`config.mk`:
```
export PLATFORM = sky130hd
export DESIGN_NAME = gear_ramp_div
export DESIGN_NICKNAME = d
export VERILOG_FILES = /design/src/rtl/gear_pkg.sv /design/src/rtl/gear_period.sv /design/src/rtl/gear_cfg_check.sv /design/src/rtl/gear_seq.sv /design/src/rtl/gear_ramp_div.sv
export SDC_FILE = /design/constraint.sdc
export NUM_CORES = 1
export LEC_CHECK = 0
export ABC_CLOCK_PERIOD_IN_PS = 9170
export BUFFER_PORTS_ARGS = -buffer_cell sky130_fd_sc_hd__buf_2
export CORE_MARGIN = 4
export CORE_UTILIZATION = 65
export CTS_BUF_LIST = sky130_fd_sc_hd__clkbuf_16
export DETAILED_ROUTE_END_ITERATION = 12
export PLACE_DENSITY = 0.84
export SETUP_SLACK_MARGIN = 0.05
export SLEW_MARGIN = 20
export SYNTH_ARGS = -nofsm -noshare
export SYNTH_HDL_FRONTEND = slang
export SYNTH_SLANG_ARGS = --single-unit
```
`constraint.sdc`:
```
create_clock -name clk_i -period 9.17 [get_ports clk_i]
set_input_delay 1.3755 -clock clk_i [delete_from_list [all_inputs] [get_ports clk_i]]
set_output_delay 1.3755 -clock clk_i [all_outputs]
set_load 0.005 [all_outputs]
```
`src/rtl/gear_pkg.sv`:
```
package gear_pkg;
  typedef enum logic [1:0] {
    SEQ_IDLE = 2'd0,
    SEQ_PEND = 2'd1,
    SEQ_RAMP = 2'd2
  } seq_state_e;
endpackage

```
`src/rtl/gear_period.sv`:
```
module gear_period #(
  parameter int DIV_W = 8
) (
  input  logic             clk_i,
  input  logic             rst_ni,
  input  logic             run_i,
  input  logic [DIV_W-1:0] ratio_i,
  output logic             pulse_o
);
  logic [DIV_W-1:0] cnt_q;

  assign pulse_o = run_i && (cnt_q >= ratio_i - 1'b1);

  always_ff @(posedge clk_i or negedge rst_ni) begin
    if (!rst_ni)                cnt_q <= '0;
    else if (!run_i || pulse_o) cnt_q <= '0;
    else                        cnt_q <= cnt_q + 1'b1;
  end

  // a period longer than one cycle never yields back-to-back pulses
  p_one_wide_r6: assert property (@(posedge clk_i) disable iff (!rst_ni)
    (pulse_o && ratio_i > DIV_W'(1)) |=> (!pulse_o || ratio_i == DIV_W'(1)));
endmodule

```
`src/rtl/gear_cfg_check.sv`:
```
module gear_cfg_check #(
  parameter int DIV_W = 8,
  parameter int MUL_W = 4
) (
  input  logic [DIV_W-1:0] start_i,
  input  logic [DIV_W-1:0] target_i,
  input  logic [MUL_W-1:0] mul_i,
  input  logic             up_req_i,
  input  logic             down_req_i,
  input  logic             busy_i,
  output logic             acc_up_o,
  output logic             acc_dn_o
);
  logic cfg_ok;
  logic req_ok;

  assign cfg_ok   = (start_i > target_i) && (target_i != '0) && !start_i[0] && (mul_i != '0);
  assign req_ok   = cfg_ok && !busy_i;
  assign acc_up_o = req_ok && up_req_i;
  assign acc_dn_o = req_ok && down_req_i && !up_req_i;  // up wins
endmodule

```
`src/rtl/gear_seq.sv`:
```
module gear_seq
  import gear_pkg::*;
#(
  parameter int DIV_W = 8,
  parameter int MUL_W = 4
) (
  input  logic             clk_i,
  input  logic             rst_ni,
  input  logic             acc_up_i,
  input  logic             acc_dn_i,
  input  logic [DIV_W-1:0] start_i,
  input  logic [DIV_W-1:0] target_i,
  input  logic [MUL_W-1:0] mul_i,
  input  logic             pulse_i,
  output logic [DIV_W-1:0] ratio_o,
  output logic             run_o,
  output logic             busy_o,
  output logic             done_o
);
  localparam int LEN_W = DIV_W + MUL_W;

  seq_state_e       state_q;
  logic [DIV_W-1:0] ratio_q, first_q, end_q, step_ratio, first_d;
  logic [MUL_W-1:0] mul_q;
  logic [LEN_W-1:0] len_q, per_q;
  logic             up_q, run_q, done_q, accept, stage_end;

  assign accept     = acc_up_i || acc_dn_i;
  assign first_d    = acc_up_i ? start_i : target_i;
  assign step_ratio = up_q ? ratio_q - 1'b1 : ratio_q + 1'b1;
  assign stage_end  = (per_q == len_q - 1'b1);

  always_ff @(posedge clk_i or negedge rst_ni) begin
    if (!rst_ni) begin
      state_q <= SEQ_IDLE;
      ratio_q <= '0;
      first_q <= '0;
      end_q   <= '0;
      mul_q   <= '0;
      len_q   <= '0;
      per_q   <= '0;
      up_q    <= 1'b0;
      run_q   <= 1'b0;
      done_q  <= 1'b0;
    end else begin
      unique case (state_q)
        SEQ_IDLE: if (accept) begin
          up_q   <= acc_up_i;
          mul_q  <= mul_i;
          end_q  <= acc_up_i ? target_i : start_i;
          done_q <= 1'b0;
          if (!run_q || pulse_i) begin
            ratio_q <= first_d;
            len_q   <= LEN_W'(mul_i);
            per_q   <= '0;
            run_q   <= 1'b1;
            state_q <= SEQ_RAMP;
          end else begin
            first_q <= first_d;
            state_q <= SEQ_PEND;
          end
        end
        SEQ_PEND: if (pulse_i) begin
          ratio_q <= first_q;
          len_q   <= LEN_W'(mul_q);
          per_q   <= '0;
          state_q <= SEQ_RAMP;
        end
        SEQ_RAMP: if (pulse_i) begin
          if (stage_end) begin
            ratio_q <= step_ratio;
            len_q   <= len_q + LEN_W'(mul_q);  // k*mul built by accumulation
            per_q   <= '0;
            if (step_ratio == end_q) begin
              state_q <= SEQ_IDLE;
              done_q  <= 1'b1;
            end
          end else begin
            per_q <= per_q + 1'b1;
          end
        end
        default: state_q <= SEQ_IDLE;
      endcase
    end
  end

  assign ratio_o = ratio_q;
  assign run_o   = run_q;
  assign busy_o  = (state_q != SEQ_IDLE);
  assign done_o  = done_q;

  p_idle_hold_r1: assert property (@(posedge clk_i) disable iff (!rst_ni)
    (!busy_o && !acc_up_i && !acc_dn_i) |=> !busy_o);
  p_ratio_step_r2: assert property (@(posedge clk_i) disable iff (!rst_ni)
    (state_q == SEQ_RAMP && $past(state_q) == SEQ_RAMP && ratio_q != $past(ratio_q))
      |-> (ratio_q == $past(ratio_q) + 1'b1 || ratio_q + 1'b1 == $past(ratio_q)));
  p_arrive_r4: assert property (@(posedge clk_i) disable iff (!rst_ni)
    $fell(busy_o) |-> (done_o && ratio_q == end_q));
  p_busy_done_excl_r4: assert property (@(posedge clk_i) disable iff (!rst_ni)
    !(busy_o && done_o));
  p_boundary_r6: assert property (@(posedge clk_i) disable iff (!rst_ni)
    (run_q && $past(run_q) && ratio_q != $past(ratio_q)) |-> $past(pulse_i));
  p_cfg_hold_r9: assert property (@(posedge clk_i) disable iff (!rst_ni)
    (busy_o && $past(busy_o)) |-> ($stable(mul_q) && $stable(end_q) && $stable(up_q)));
endmodule

```
`src/rtl/gear_ramp_div.sv`:
```
module gear_ramp_div #(
  parameter int DIV_W = 8,
  parameter int MUL_W = 4
) (
  input  logic             clk_i,
  input  logic             rst_ni,
  input  logic [DIV_W-1:0] start_div_i,
  input  logic [DIV_W-1:0] target_div_i,
  input  logic [MUL_W-1:0] step_mul_i,
  input  logic             up_req_i,
  input  logic             down_req_i,
  output logic             gear_en_o,
  output logic             ref_en_o,
  output logic             busy_o,
  output logic             done_o
);
  logic             acc_up, acc_dn, gear_run, busy;
  logic [DIV_W-1:0] gear_ratio, ref_ratio;

  assign ref_ratio = (target_div_i == '0) ? DIV_W'(1) : target_div_i;

  gear_cfg_check #(.DIV_W(DIV_W), .MUL_W(MUL_W)) u_cfg (
    .start_i   (start_div_i),
    .target_i  (target_div_i),
    .mul_i     (step_mul_i),
    .up_req_i  (up_req_i),
    .down_req_i(down_req_i),
    .busy_i    (busy),
    .acc_up_o  (acc_up),
    .acc_dn_o  (acc_dn)
  );

  gear_seq #(.DIV_W(DIV_W), .MUL_W(MUL_W)) u_seq (
    .clk_i   (clk_i),
    .rst_ni  (rst_ni),
    .acc_up_i(acc_up),
    .acc_dn_i(acc_dn),
    .start_i (start_div_i),
    .target_i(target_div_i),
    .mul_i   (step_mul_i),
    .pulse_i (gear_en_o),
    .ratio_o (gear_ratio),
    .run_o   (gear_run),
    .busy_o  (busy),
    .done_o  (done_o)
  );

  gear_period #(.DIV_W(DIV_W)) u_gear (
    .clk_i  (clk_i),
    .rst_ni (rst_ni),
    .run_i  (gear_run),
    .ratio_i(gear_ratio),
    .pulse_o(gear_en_o)
  );

  gear_period #(.DIV_W(DIV_W)) u_ref (
    .clk_i  (clk_i),
    .rst_ni (rst_ni),
    .run_i  (1'b1),
    .ratio_i(ref_ratio),
    .pulse_o(ref_en_o)
  );

  assign busy_o = busy;

  p_req_busy_r11: assert property (@(posedge clk_i) disable iff (!rst_ni)
    busy |-> !(acc_up || acc_dn));
endmodule

```
Yosys cells after proc, flatten, opt, wreduce, memory -nomap -nowiden
Index checks and enable logic that the tools add are counted.

word-level totals
  bits in registers = 73
  input port bits = 24
  output and inout port bits = 4

operators by class
  reduce and logical (&&, ||, !) cells = 28
  bitwise gates (word level) = 1
  equal/unequal tests = 10
  multiplexer cells = 36
  order comparisons = 3
  $add $sub $neg = 8

operators with widths
  kind                                                 count
  2-to-1 mux 12 bit                                    10
  2-to-1 mux 8 bit                                     11
  case mux 12 bit (3 select lines)                     2
  adder 8 x 1 -> 8 bit (second input constant)         3
  case mux 8 bit (3 select lines)                      1
  >= comparator 8 bit                                  2
  subtractor 8 x 1 -> 8 bit (second input constant)    2
  AND reduction 5 bit                                  3
  adder 12 x 1 -> 12 bit (second input constant)       1
  adder 12 x 4 -> 12 bit                               1
  == test 12 bit                                       1
  2-to-1 mux 2 bit                                     6
  != test 2 x 1 -> 1 bit (second input constant)       6
  subtractor 12 x 1 -> 12 bit (second input constant)  1
  == test 8 bit                                        1
  > comparator 8 bit                                   1
  logical AND 1 bit                                    8
  zero test 8 bit                                      1
  nonzero test 8 bit                                   1
  case mux 2 bit (3 select lines)                      1
  AND reduction 3 bit                                  2
  AND reduction 6 bit                                  1
  zero test 1 bit                                      4
  2-to-1 mux 1 bit                                     4
  other kinds (10)                                     12

Depth between registers and ports, before layout
Gate-level depths: netlist (run 1).

  word-level depth = 10
  gate-level depth with buffers = 16

By module
A second synthesis (run 1) with hierarchy kept.

unflattened totals
  cells, all modules = 649
  area, all modules = 5738.0 um^2

by module, submodules not included
  module          cells each  seq. area each (um^2)  times used  area an instance (um^2)
  gear_seq        463         1426.4                 1           4078.9
  gear_period     69          200.2                  2           673.1
  gear_cfg_check  37          0.0                    1           257.7
  gear_ramp_div   11          0.0                    1           55.1

Worst setup path after synthesis (run 1)
OpenSTA, ideal clock, no wires.

  path kind = input -> output
  from = input port target_div_i[3]
  to = output port ref_en_o
  slack = 4.154 ns
  data required time = 7.795 ns
  arrival time = 3.640 ns
  stages on the path = 11
  path through = or4_1 -> nor2_1 -> a21oi_1 -> ha_1 -> ha_1 -> a21o_1 -> a21o_1 -> a21o_1 -> a21oi_1 -> o21ai_1 -> and2_1

between the ends
  word-level cells in the longest chain between the ends = 4

RTL lines
  element                        line                 text
  start: declaration             gear_ramp_div.sv:8   input logic [DIV_W-1:0] target_div_i,
  zero test 8 bit                gear_ramp_div.sv:20  assign ref_ratio = (target_div_i == '0) ? DIV_W'(1) : target_div_i;
  2-to-1 mux 8 bit (*)           gear_ramp_div.sv:20
  subtractor 8 x 1 -> 8 bit (*)  gear_period.sv:12    assign pulse_o = run_i && (cnt_q >= ratio_i - 1'b1);
  >= comparator 8 bit (*)        gear_period.sv:12
  end: declaration               gear_ramp_div.sv:13  output logic ref_en_o,

Every way passes the cells marked *; elsewhere a longest branch is shown, timed or not.

Final worst setup path (run 1)
Same ends and word-level chain as after synthesis.

==> results of run 1 <==
sequential cells by signal, summed over array words and instances, names as in the netlist:
name,cells
u_seq.len_q,12
u_seq.per_q,12
u_gear.cnt_q,8
u_ref.cnt_q,8
u_seq.end_q,8
u_seq.first_q,8
u_seq.ratio_o,8
u_seq.mul_q,4
u_seq.state_q,2
u_seq.done_o,1
u_seq.run_o,1
u_seq.up_q,1
through the flow:
stage | instance area (µm²) | std cells | worst slack, ns
4_1_cts | 5971 | 733 | 3.719
6_report | 5971 | 733 | 3.728
3_5_place_dp | 5643 | 717 | 3.721
3_3_place_gp | 5643 | 717 | 3.778
5_1_grt | 5971 | 733 | 3.545
2_1_floorplan | 5513 | 618 | 4.154
cell type report:
class / count / area, µm² / share of cell area
Clock inverter: 7 / 102.6 / 0.01718
Inverter: 28 / 105.1 / 0.01760
Multi-Input combinational cell: 481 / 3420 / 0.5727
Sequential cell: 73 / 1827 / 0.3060
Timing Repair Buffer: 30 / 160.2 / 0.02682
Clock buffer: 9 / 225.2 / 0.03772
Tap cell: 105 / 131.4 / 0.02200
worst max-delay path, stage by stage:
cell	delay [ns]
buf_2	0.13
or4_1	0.53
nor2_1	0.18
a21oi_1	0.13
ha_1	0.29
ha_1	0.27
a21o_1	0.15
a21o_1	0.17
a21o_1	0.18
a21oi_1	0.14
o21ai_1	0.18
and2_1	0.20
buf_2	0.12
worst paths after layout:
check	slack (ns)	from	cells after the start	to
worst max register to register	5.31	u_seq.ratio_o[3]	11	u_seq.ratio_o[0]
min in group asynchronous	1.16	rst_ni	1	u_gear.cnt_q[1]
max in group asynchronous	7.39	rst_ni	1	u_seq.ratio_o[6]
worst min-delay path	0.49	u_seq.first_q[2]	2	u_seq.first_q[2]
worst min register to register	0.49	u_seq.first_q[2]	2	u_seq.first_q[2]
worst max-delay path	3.73	target_div_i[3]	13	ref_en_o
report_power, final:
group	switching (mW)	internal [mW]	total, mW
registers	0.0278	0.344	0.372
clock network	0.147	0.240	0.388
logic	0.0810	0.0636	0.145
logic make-up (layout without fill, tap and decap cells):
logic type	count (synthesis)	after routing	synth area share
compound gates	161	161	0.2020
xor+xnor	48	48	0.07876
fa+ha+maj	39	39	0.08988
buf+inv	64	74	0.04902
flops	73	73	0.3314
mux	26	26	0.04902
simple gates	207	207	0.2000
synth_stat cells, types with 4 or more instances:
master    count
or3_1         6
nor3_1       14
o21ai_1       9
buf_2         9
xnor2_1      23
clkbuf_1     21
a21o_1       19
nor4b_1       5
inv_1        28
nand2_1      38
nor2b_1       6
a22o_1        5
o31ai_1      12
a32oi_1       4
o21ai_0      32
nand3_1      35
and2_1        5
xor2_1       24
nor2_1       40
o211ai_1      4
and3_1       14
a21oi_1      29
nor4_1        7
mux2i_1      18
a221oi_1      5
mux2_2        8
nand2b_1     10
a31oi_1       7
o21a_1        5
or4_1         4
nand4_1       4
dfrtp_1      73
o31ai_2       4
o311a_1       4
ha_1         38
layer usage:
layer,global-route usage,vias up,wire [µm]
met1,0.3804,2341,5680
met2,0.4802,192,6725
met3,0.04934,43,882
met4,0.1005,0,378
li1,-,2281,-
met5,0,-,0
==> results.sh, run 1 <==
export IMPL_synth_edf_count=0
export IMPL_htreeDepth=3
export IMPL_critical_path_class="input pin to output pin"
export IMPL_n_antenna_cell=0
export IMPL_dieWidth_um=100.1
export IMPL_crit_path_start_kind="input pin"
export IMPL_fill_cells=620
export IMPL_cp_end_kind="output pin"
export IMPL_ant_nets=0
export IMPL_core_mm2=0.008217
export IMPL_fin_crit_ns=5.442
export IMPL_viasPerCell=6.626
export IMPL_die_area_mm2=0.01002
export IMPL_drv_cap=0
export IMPL_netlist_area_leader_share=0.3314
export IMPL_nets=686
export IMPL_synthArstFlopShare=1.000
export IMPL_holdWs_ns=0.4883
export IMPL_mostFrequentLayoutCell="dfrtp_1"
export IMPL_grt_max_degree=74
export IMPL_area_growth_syn_to_layout_pct=8.307
export IMPL_grt_antenna_before_repair=0
export IMPL_synth_nets=681
export IMPL_period_share=0.5935
export IMPL_worst_pin_slew_ns=1.045
export IMPL_initial_core_util=0.6709
export IMPL_firstDrtPassIters=5
export IMPL_cts_setup_buffers=0
export IMPL_relSlewSlack=0.3034
export IMPL_syn_inst=618
export IMPL_yosys_area_top_type="dfrtp_1"
export IMPL_seq_area_frac_synth=0.3314
export IMPL_cts_tree="built"
export IMPL_ys_top_cells_by_area="dfrtp_1 33%, ha_1 8.6%, xor2_1 3.8%"
export IMPL_ctsHoldBuffers=0
export IMPL_synth_warnings=0
export IMPL_clock_latency_ns=0.35
export IMPL_route_vias_total=4857
export IMPL_skew_ns=0.01334
export IMPL_cts_repair_resized=0
export IMPL_drive_gt1_frac=0.1115
export IMPL_required_ns=7.79
export IMPL_yosys_cell_types_count=67
export IMPL_clkSlewWorstSetupHoldPaths_ns=0.06
export IMPL_p_leak_nw=2.565
export IMPL_fin_total_pwr_mw=0.9039
export IMPL_gp_congestion=0.9192
export IMPL_die_h_um=100.1
export IMPL_wl_per_cell_um=18.64
export IMPL_io_buffers=27
export IMPL_grt_total_usage=0.2880
export IMPL_io_pins=28
export IMPL_grt_pass1_wl_um=23210
export IMPL_ys_ff_latch=73
export IMPL_powerDensity_mw_per_mm2=151.4
export IMPL_cts_sinks=73
export IMPL_clk_path_buf_depth=2
export IMPL_status="completed"
export IMPL_drt_initial_drc_count=439
export IMPL_rsz0062_at_grt="false"
export IMPL_slew_violations=0
export IMPL_drt_wl_total_um=13670
export IMPL_final_setup_viol_count=0
export IMPL_critical_path_peak_fanout=9
export IMPL_postSynthAreaPerCell_um2=8.920
export IMPL_globalRoute_totalOverflow=0
export IMPL_hold_viol_final=0
export IMPL_arrival_ns=4.07
export IMPL_dp_hpwl_um=9636
export IMPL_cts_made_buffers=9
export IMPL_grt_pass1_vias=4830
export IMPL_drcViolationCount=0
export IMPL_tns_ns=0
export IMPL_core_rowCount=33
export IMPL_synth_area_mm2=0.005513
export IMPL_final_cell_mix="73 x dfrtp_1, 40 x nor2_1, 38 x nand2_1, 38 x ha_1, 35 x nand3_1"
export IMPL_utilization=0.7267
export IMPL_ys_flop_type="dfrtp_1"
export IMPL_clock_root_buffer="clkbuf_16"
export IMPL_peakVddDrop_v=0.0001503
export IMPL_min_path_type="register to register"
export IMPL_fmax_mhz=183.8
No activity file was read; power rests on OpenSTA's default activity.
==> run 2: changes to the inputs <==
Settings changed: ABC_CLOCK_PERIOD_IN_PS 9170 to 4400, CORE_UTILIZATION 65 to 56, PLACE_DENSITY 0.84 to 0.77.
Clock period 9.17 ns to 4.4 ns, I/O delays scaled along.
==> run 2 against run 1 <==
  * Power grew 110%
  * Sequential share of layout area shrank 0.24 points
  * Highest routed layer unchanged
  * Setup slack lost 3.4 ns
  * Via count shrank 1.3%
  * Final cell count grew 3.7%
  * First-iteration DRC count shrank 15%
  * Critical path depth is the same
  * Clock skew shrank 0.0024 ns
  * Critical path type unchanged
  * Register-to-register slack lost 4.8 ns
  * Global-route usage shrank 4.4 points
==> results.sh, run 2 (same netlist as run 1, synthesis figures left out) <==
export IMPL_status="completed"
export IMPL_final_setup_viol_count=0
export IMPL_reg_largest_list="u_seq.len_q x12, u_seq.per_q x12"
export IMPL_reg2regPathDepth=11
export IMPL_drcViolationCount=0
export IMPL_drt_wl_total_um=13320
export IMPL_drt_initial_drc_count=373
export IMPL_clock_root_buffer="clkbuf_16"
export IMPL_cts_made_buffers=9
export IMPL_hold_viol_final=0
export IMPL_dp_hpwl_um=9664
export IMPL_wl_per_cell_um=17.53
export IMPL_tns_ns=0
export IMPL_clkSlewWorstSetupHoldPaths_ns=0.06
export IMPL_core_rowCount=35
export IMPL_min_path_type="input pin to asynchronous set/reset pin"
export IMPL_dieWidth_um=107.2
export IMPL_io_buffers=27
export IMPL_rsz0062_at_grt="false"
export IMPL_slew_violations=0
export IMPL_worstReg2RegEnd="u_seq.len_q[11]"
export IMPL_n_antenna_cell=0
export IMPL_peakVddDrop_v=0.0002869
export IMPL_drive_gt1_frac=0.1141
export IMPL_critical_path_peak_fanout=9
export IMPL_clk_path_buf_depth=2
export IMPL_cts_repair_resized=0
export IMPL_globalRoute_totalOverflow=0
export IMPL_powerDensity_mw_per_mm2=309.9
export IMPL_cts_setup_buffers=0
export IMPL_critPathSlowestCell="or4_1"
export IMPL_ctsHoldBuffers=0
export IMPL_path_common_cell="a21o_1"
export IMPL_final_area_mm2=0.006017
export IMPL_cpPeakStageDelay_ns=0.53
export IMPL_crit_path_start_kind="input pin"
export IMPL_cts_tree="built"
export IMPL_ant_nets=0
export IMPL_grt_pass1_wl_um=22670
export IMPL_arrival_ns=3.40
export IMPL_critical_path_class="input pin to output pin"
export IMPL_route_vias_total=4795
export IMPL_area_growth_syn_to_layout_pct=9.147
export IMPL_grt_max_degree=74
export IMPL_nets=689
export IMPL_grt_total_usage=0.2442
export IMPL_clock_latency_ns=0.34
export IMPL_grt_antenna_before_repair=0
export IMPL_fin_total_pwr_mw=1.865
export IMPL_viasPerCell=6.309
export IMPL_drv_cap=0
export IMPL_cts_sinks=73
export IMPL_final_cell_mix="73 x dfrtp_1, 40 x nor2_1, 38 x nand2_1, 38 x ha_1, 35 x nand3_1"
export IMPL_initial_core_util=0.5855
export IMPL_die_h_um=107.2
export IMPL_required_ns=3.74
export IMPL_fmax_mhz=246.2
export IMPL_mostFrequentLayoutCell="dfrtp_1"
export IMPL_grt_pass1_vias=4676
export IMPL_r2r_start="u_seq.ratio_o[5]"
export IMPL_gp_congestion=0.8922
export IMPL_dpl_cell_area_mm2=0.005695
export IMPL_skew_ns=0.01092
export IMPL_fill_cells=769
export IMPL_r2r_setup_slack_ns=0.54
export IMPL_io_pins=28
export IMPL_period_share=0.9232
export IMPL_die_area_mm2=0.01150
export IMPL_htreeDepth=3
export IMPL_worst_pin_slew_ns=0.9442
export IMPL_holdWs_ns=0.4377
export IMPL_firstDrtPassIters=5
export IMPL_relSlewSlack=0.3705
export IMPL_path_cells="buf_2 > or4_1 > nor2_1 > a21oi_1 > ha_1 > ha_1 > a21o_1 > a21o_1 > a21o_1 > a21oi_1 > o21ai_1 > and2_1 > buf_2"
export IMPL_cp_end_kind="output pin"
export IMPL_p_leak_nw=2.579
export IMPL_core_mm2=0.009415
export IMPL_fin_crit_ns=4.062
## run 2: cell count changes in the layout (fill, tap and decap cells not counted), sizes merged
cell and change:
buf +3, clkinv -1, clkinvlp +1
## run 2: report_power, final
group,internal (mW),switching [mW],total [mW],leakage (nW)
sequential,0.717,0.0552,0.772,0.881
clock,0.496,0.297,0.793,0.153
combinational,0.131,0.169,0.300,1.54
total,1.34,0.521,1.86,2.58
## run 2: metrics by stage
stage	setup WS (ns)	util	std cells
2_1_floorplan	0.8150	-	618
3_3_place_gp	0.4468	0.6049	744
3_5_place_dp	0.3639	0.6049	744
4_1_cts	0.3677	0.6391	760
5_1_grt	0.08758	0.6391	760
6_report	0.3378	0.6391	760
## run 2: worst max path at each step
stage,start,depth (start not counted),slack (ns),end
floorplan,target_div_i[3],11,0.82,ref_en_o
finish,target_div_i[3],13,0.34,ref_en_o
CTS,target_div_i[3],13,0.37,ref_en_o
global placement,target_div_i[3],13,0.45,ref_en_o
global route,target_div_i[3],13,0.09,ref_en_o
detailed placement,target_div_i[3],13,0.36,ref_en_o
## run 2: routing by layer
| layer | track usage | up-vias | wire length [µm] |
|---|---|---|---|
| li1 | - | 2285 | - |
| met1 | 0.3300 | 2304 | 6093 |
| met2 | 0.3990 | 176 | 6298 |
| met3 | 0.03191 | 30 | 620 |
| met4 | 0.09315 | 0 | 312 |
| met5 | 0 | - | 0 |
## run 2: cell type report
| cell class | instances | area [µm²] | share of cell area |
|---|---|---|---|
| timing repair buffer | 33 | 182.7 | 0.03036 |
| inverter | 28 | 105.1 | 0.01747 |
| multi-input combinational | 481 | 3420 | 0.5683 |
| clock inverter | 7 | 96.34 | 0.01601 |
| tap | 129 | 161.4 | 0.02682 |
| sequential | 73 | 1827 | 0.3036 |
| clock buffer | 9 | 225.2 | 0.03743 |
## run 2: critical path: cells and delay by family
family / cells / cell delay, ns
AO/OA/AOI/OAI: 6 / 0.96
buffers and inverters: 2 / 0.25
adder cells (fa/ha/maj): 2 / 0.59
AND/OR/NAND/NOR: 3 / 0.93
==> run 3: changes to the inputs <==
Settings changed: BUFFER_PORTS_ARGS -buffer_cell sky130_fd_sc_hd__buf_2 to unset, CORE_UTILIZATION 56 to 59, DONT_BUFFER_PORTS set to 1, PLACE_DENSITY 0.77 to 0.78.
==> run 3 against run 2 <==
  * Register-to-register slack got worse by 0.11 ns
  * Clock skew decreased by 0.0015 ns
  * Routed wire length decreased by 0.91%
  * First-iteration DRC count increased by 9.7%
  * Combinational power decreased by 11%
  * Sequential share of layout area increased by 1.0 points
  * Utilization decreased by 0.27 points
  * Clock power decreased by 6.2%
  * Cell area decreased by 3.2%
  * Critical path type is now register to register
  * Largest power group is now registers
==> results.sh, run 3 (same netlist as run 1, synthesis figures left out) <==
export IMPL_crit_family="simple AND/OR/NAND/NOR gates"
export IMPL_skew_ns=0.009445
export IMPL_worstReg2RegEnd="u_seq.len_q[8]"
export IMPL_startpoint="u_seq.ratio_o[3]"
export IMPL_final_area_mm2=0.005824
export IMPL_cpPeakStageDelay_ns=0.62
export IMPL_required_ns=4.65
export IMPL_wl_per_cell_um=18.49
export IMPL_firstDrtPassIters=5
export IMPL_clkSlewWorstSetupHoldPaths_ns=0.07
export IMPL_globalRoute_totalOverflow=0
export IMPL_nets=661
export IMPL_cts_sinks=73
export IMPL_slew_violations=0
export IMPL_cts_made_buffers=9
export IMPL_n_antenna_cell=0
export IMPL_drcViolationCount=0
export IMPL_hold_viol_final=0
export IMPL_clock_root_buffer="clkbuf_16"
export IMPL_fin_total_pwr_mw=1.784
export IMPL_r2r_setup_slack_ns=0.43
export IMPL_path_cells="nor4_1 > nand2_1 > xor2_1 > ha_1 > nand2_1 > o21ai_0 > a311o_1 > nand2_1 > a21o_1 > or3_1 > o31ai_2"
export IMPL_grt_total_usage=0.2498
export IMPL_grt_pass1_vias=4580
export IMPL_dp_cells=698
export IMPL_cp_end_kind="register"
export IMPL_clk_path_buf_depth=2
export IMPL_route_vias_total=4687
export IMPL_htreeDepth=3
export IMPL_area_growth_syn_to_layout_pct=5.651
export IMPL_crit_buf_inv=0
export IMPL_die_area_mm2=0.01095
export IMPL_final_setup_viol_count=0
export IMPL_instances_no_fill=714
export IMPL_arrival_ns=4.22
export IMPL_tns_ns=0
export IMPL_relSlewSlack=0.2799
export IMPL_dieWidth_um=104.7
export IMPL_powerDensity_mw_per_mm2=306.2
export IMPL_critical_path_peak_fanout=16
export IMPL_final_cell_mix="73 x dfrtp_1, 40 x nor2_1, 38 x nand2_1, 38 x ha_1, 35 x nand3_1"
export IMPL_gp_congestion=0.8594
export IMPL_drive_gt1_frac=0.07297
export IMPL_core_rowCount=35
export IMPL_crit_path_start_kind="register"
export IMPL_viasPerCell=6.564
export IMPL_period_share=0.9033
export IMPL_cts_tree="built"
export IMPL_drt_initial_drc_count=409
export IMPL_grt_antenna_before_repair=0
export IMPL_grt_pass1_wl_um=22490
export IMPL_cts_setup_buffers=0
export IMPL_reg2regPathDepth=11
export IMPL_critPathSlowestCell="or3_1"
export IMPL_critical_path_class="register to register"
export IMPL_ant_nets=0
export IMPL_dp_hpwl_um=9386
export IMPL_io_pins=28
export IMPL_dpl_cell_area_mm2=0.005528
export IMPL_reg_largest_list="u_seq.len_q x12, u_seq.per_q x12"
export IMPL_status="completed"
export IMPL_mostFrequentLayoutCell="dfrtp_1"
export IMPL_timing_critical_path_depth=11
export IMPL_die_h_um=104.7
export IMPL_fin_crit_ns=3.975
export IMPL_io_buffers=0
export IMPL_clock_latency_ns=0.34
export IMPL_rsz0062_at_grt="false"
export IMPL_drt_wl_total_um=13200
export IMPL_initial_core_util=0.6023
export IMPL_path_common_cell="nand2_1"
export IMPL_core_mm2=0.009153
export IMPL_grt_max_degree=74
export IMPL_fmax_mhz=251.6
export IMPL_cts_repair_resized=0
export IMPL_min_path_type="input pin to asynchronous set/reset pin"
export IMPL_drv_cap=0
export IMPL_dpl_worst_slack_ns=0.5767
export IMPL_p_leak_nw=2.456
export IMPL_peakVddDrop_v=0.0004356
export IMPL_ctsHoldBuffers=0
export IMPL_finalWorstSetupSlack_ns=0.4253
export IMPL_cp_endpoint="u_seq.len_q[8]"
export IMPL_r2r_start="u_seq.ratio_o[3]"
export IMPL_worst_pin_slew_ns=1.080
-- run 3: worst min-delay path by stage --
stage	from	cells past startpoint	endpoint	slack [ns]
2_1_floorplan	rst_ni	0	u_gear.cnt_q[0]	0.36
3_3_place_gp	rst_ni	0	u_gear.cnt_q[2]	0.37
3_5_place_dp	rst_ni	0	u_gear.cnt_q[0]	0.37
4_1_cts	rst_ni	0	u_seq.end_q[2]	0.01
5_1_grt	rst_ni	0	u_gear.cnt_q[2]	0.003
6_report	rst_ni	0	u_gear.cnt_q[2]	0.02
-- run 3: routing by layer --
layer / track usage / vias up / part of all wire / wire length, µm
li1: - / 2229 / - / -
met1: 0.3329 / 2252 / 0.43 / 5712
met2: 0.4027 / 182 / 0.47 / 6231
met3: 0.06547 / 24 / 0.077 / 1015
met4: 0.07123 / 0 / 0.018 / 242
met5: 0 / - / 0 / 0
-- run 3: metrics by stage --
stage | utilization | hold WS (ns)
global placement | 0.6040 | 0.3673
global route | 0.6364 | 0.003085
floorplan | - | 0.3644
finish | 0.6364 | 0.01614
detailed placement | 0.6040 | 0.3676
CTS | 0.6364 | 0.01018
-- run 3: worst reg2reg max path, cell delays in order, from the launching register on --
cell	delay (ns)
dfrtp_1	0.48
nor4_1	0.50
nand2_1	0.14
xor2_1	0.16
ha_1	0.31
nand2_1	0.07
o21ai_0	0.35
a311o_1	0.44
nand2_1	0.14
a21o_1	0.39
or3_1	0.63
o31ai_2	0.28
-- run 3: cell type report --
cell class	count	area, µm²
clock inverters	7	71.32
multi-input cells	481	3420
flip-flops and latches	73	1827
clock buffers	9	225.2
well taps	111	138.9
inverters	28	105.1
repair buffers	5	37.54
fillers	739	3328
-- run 3: power breakdown --
| part | total [mW] | internal [mW] | switching, mW | leakage (nW) |
|---|---|---|---|---|
| Combinational | 0.268 | 0.129 | 0.139 | 1.43 |
| Clock | 0.744 | 0.439 | 0.304 | 0.143 |
| Sequential | 0.772 | 0.717 | 0.0555 | 0.881 |
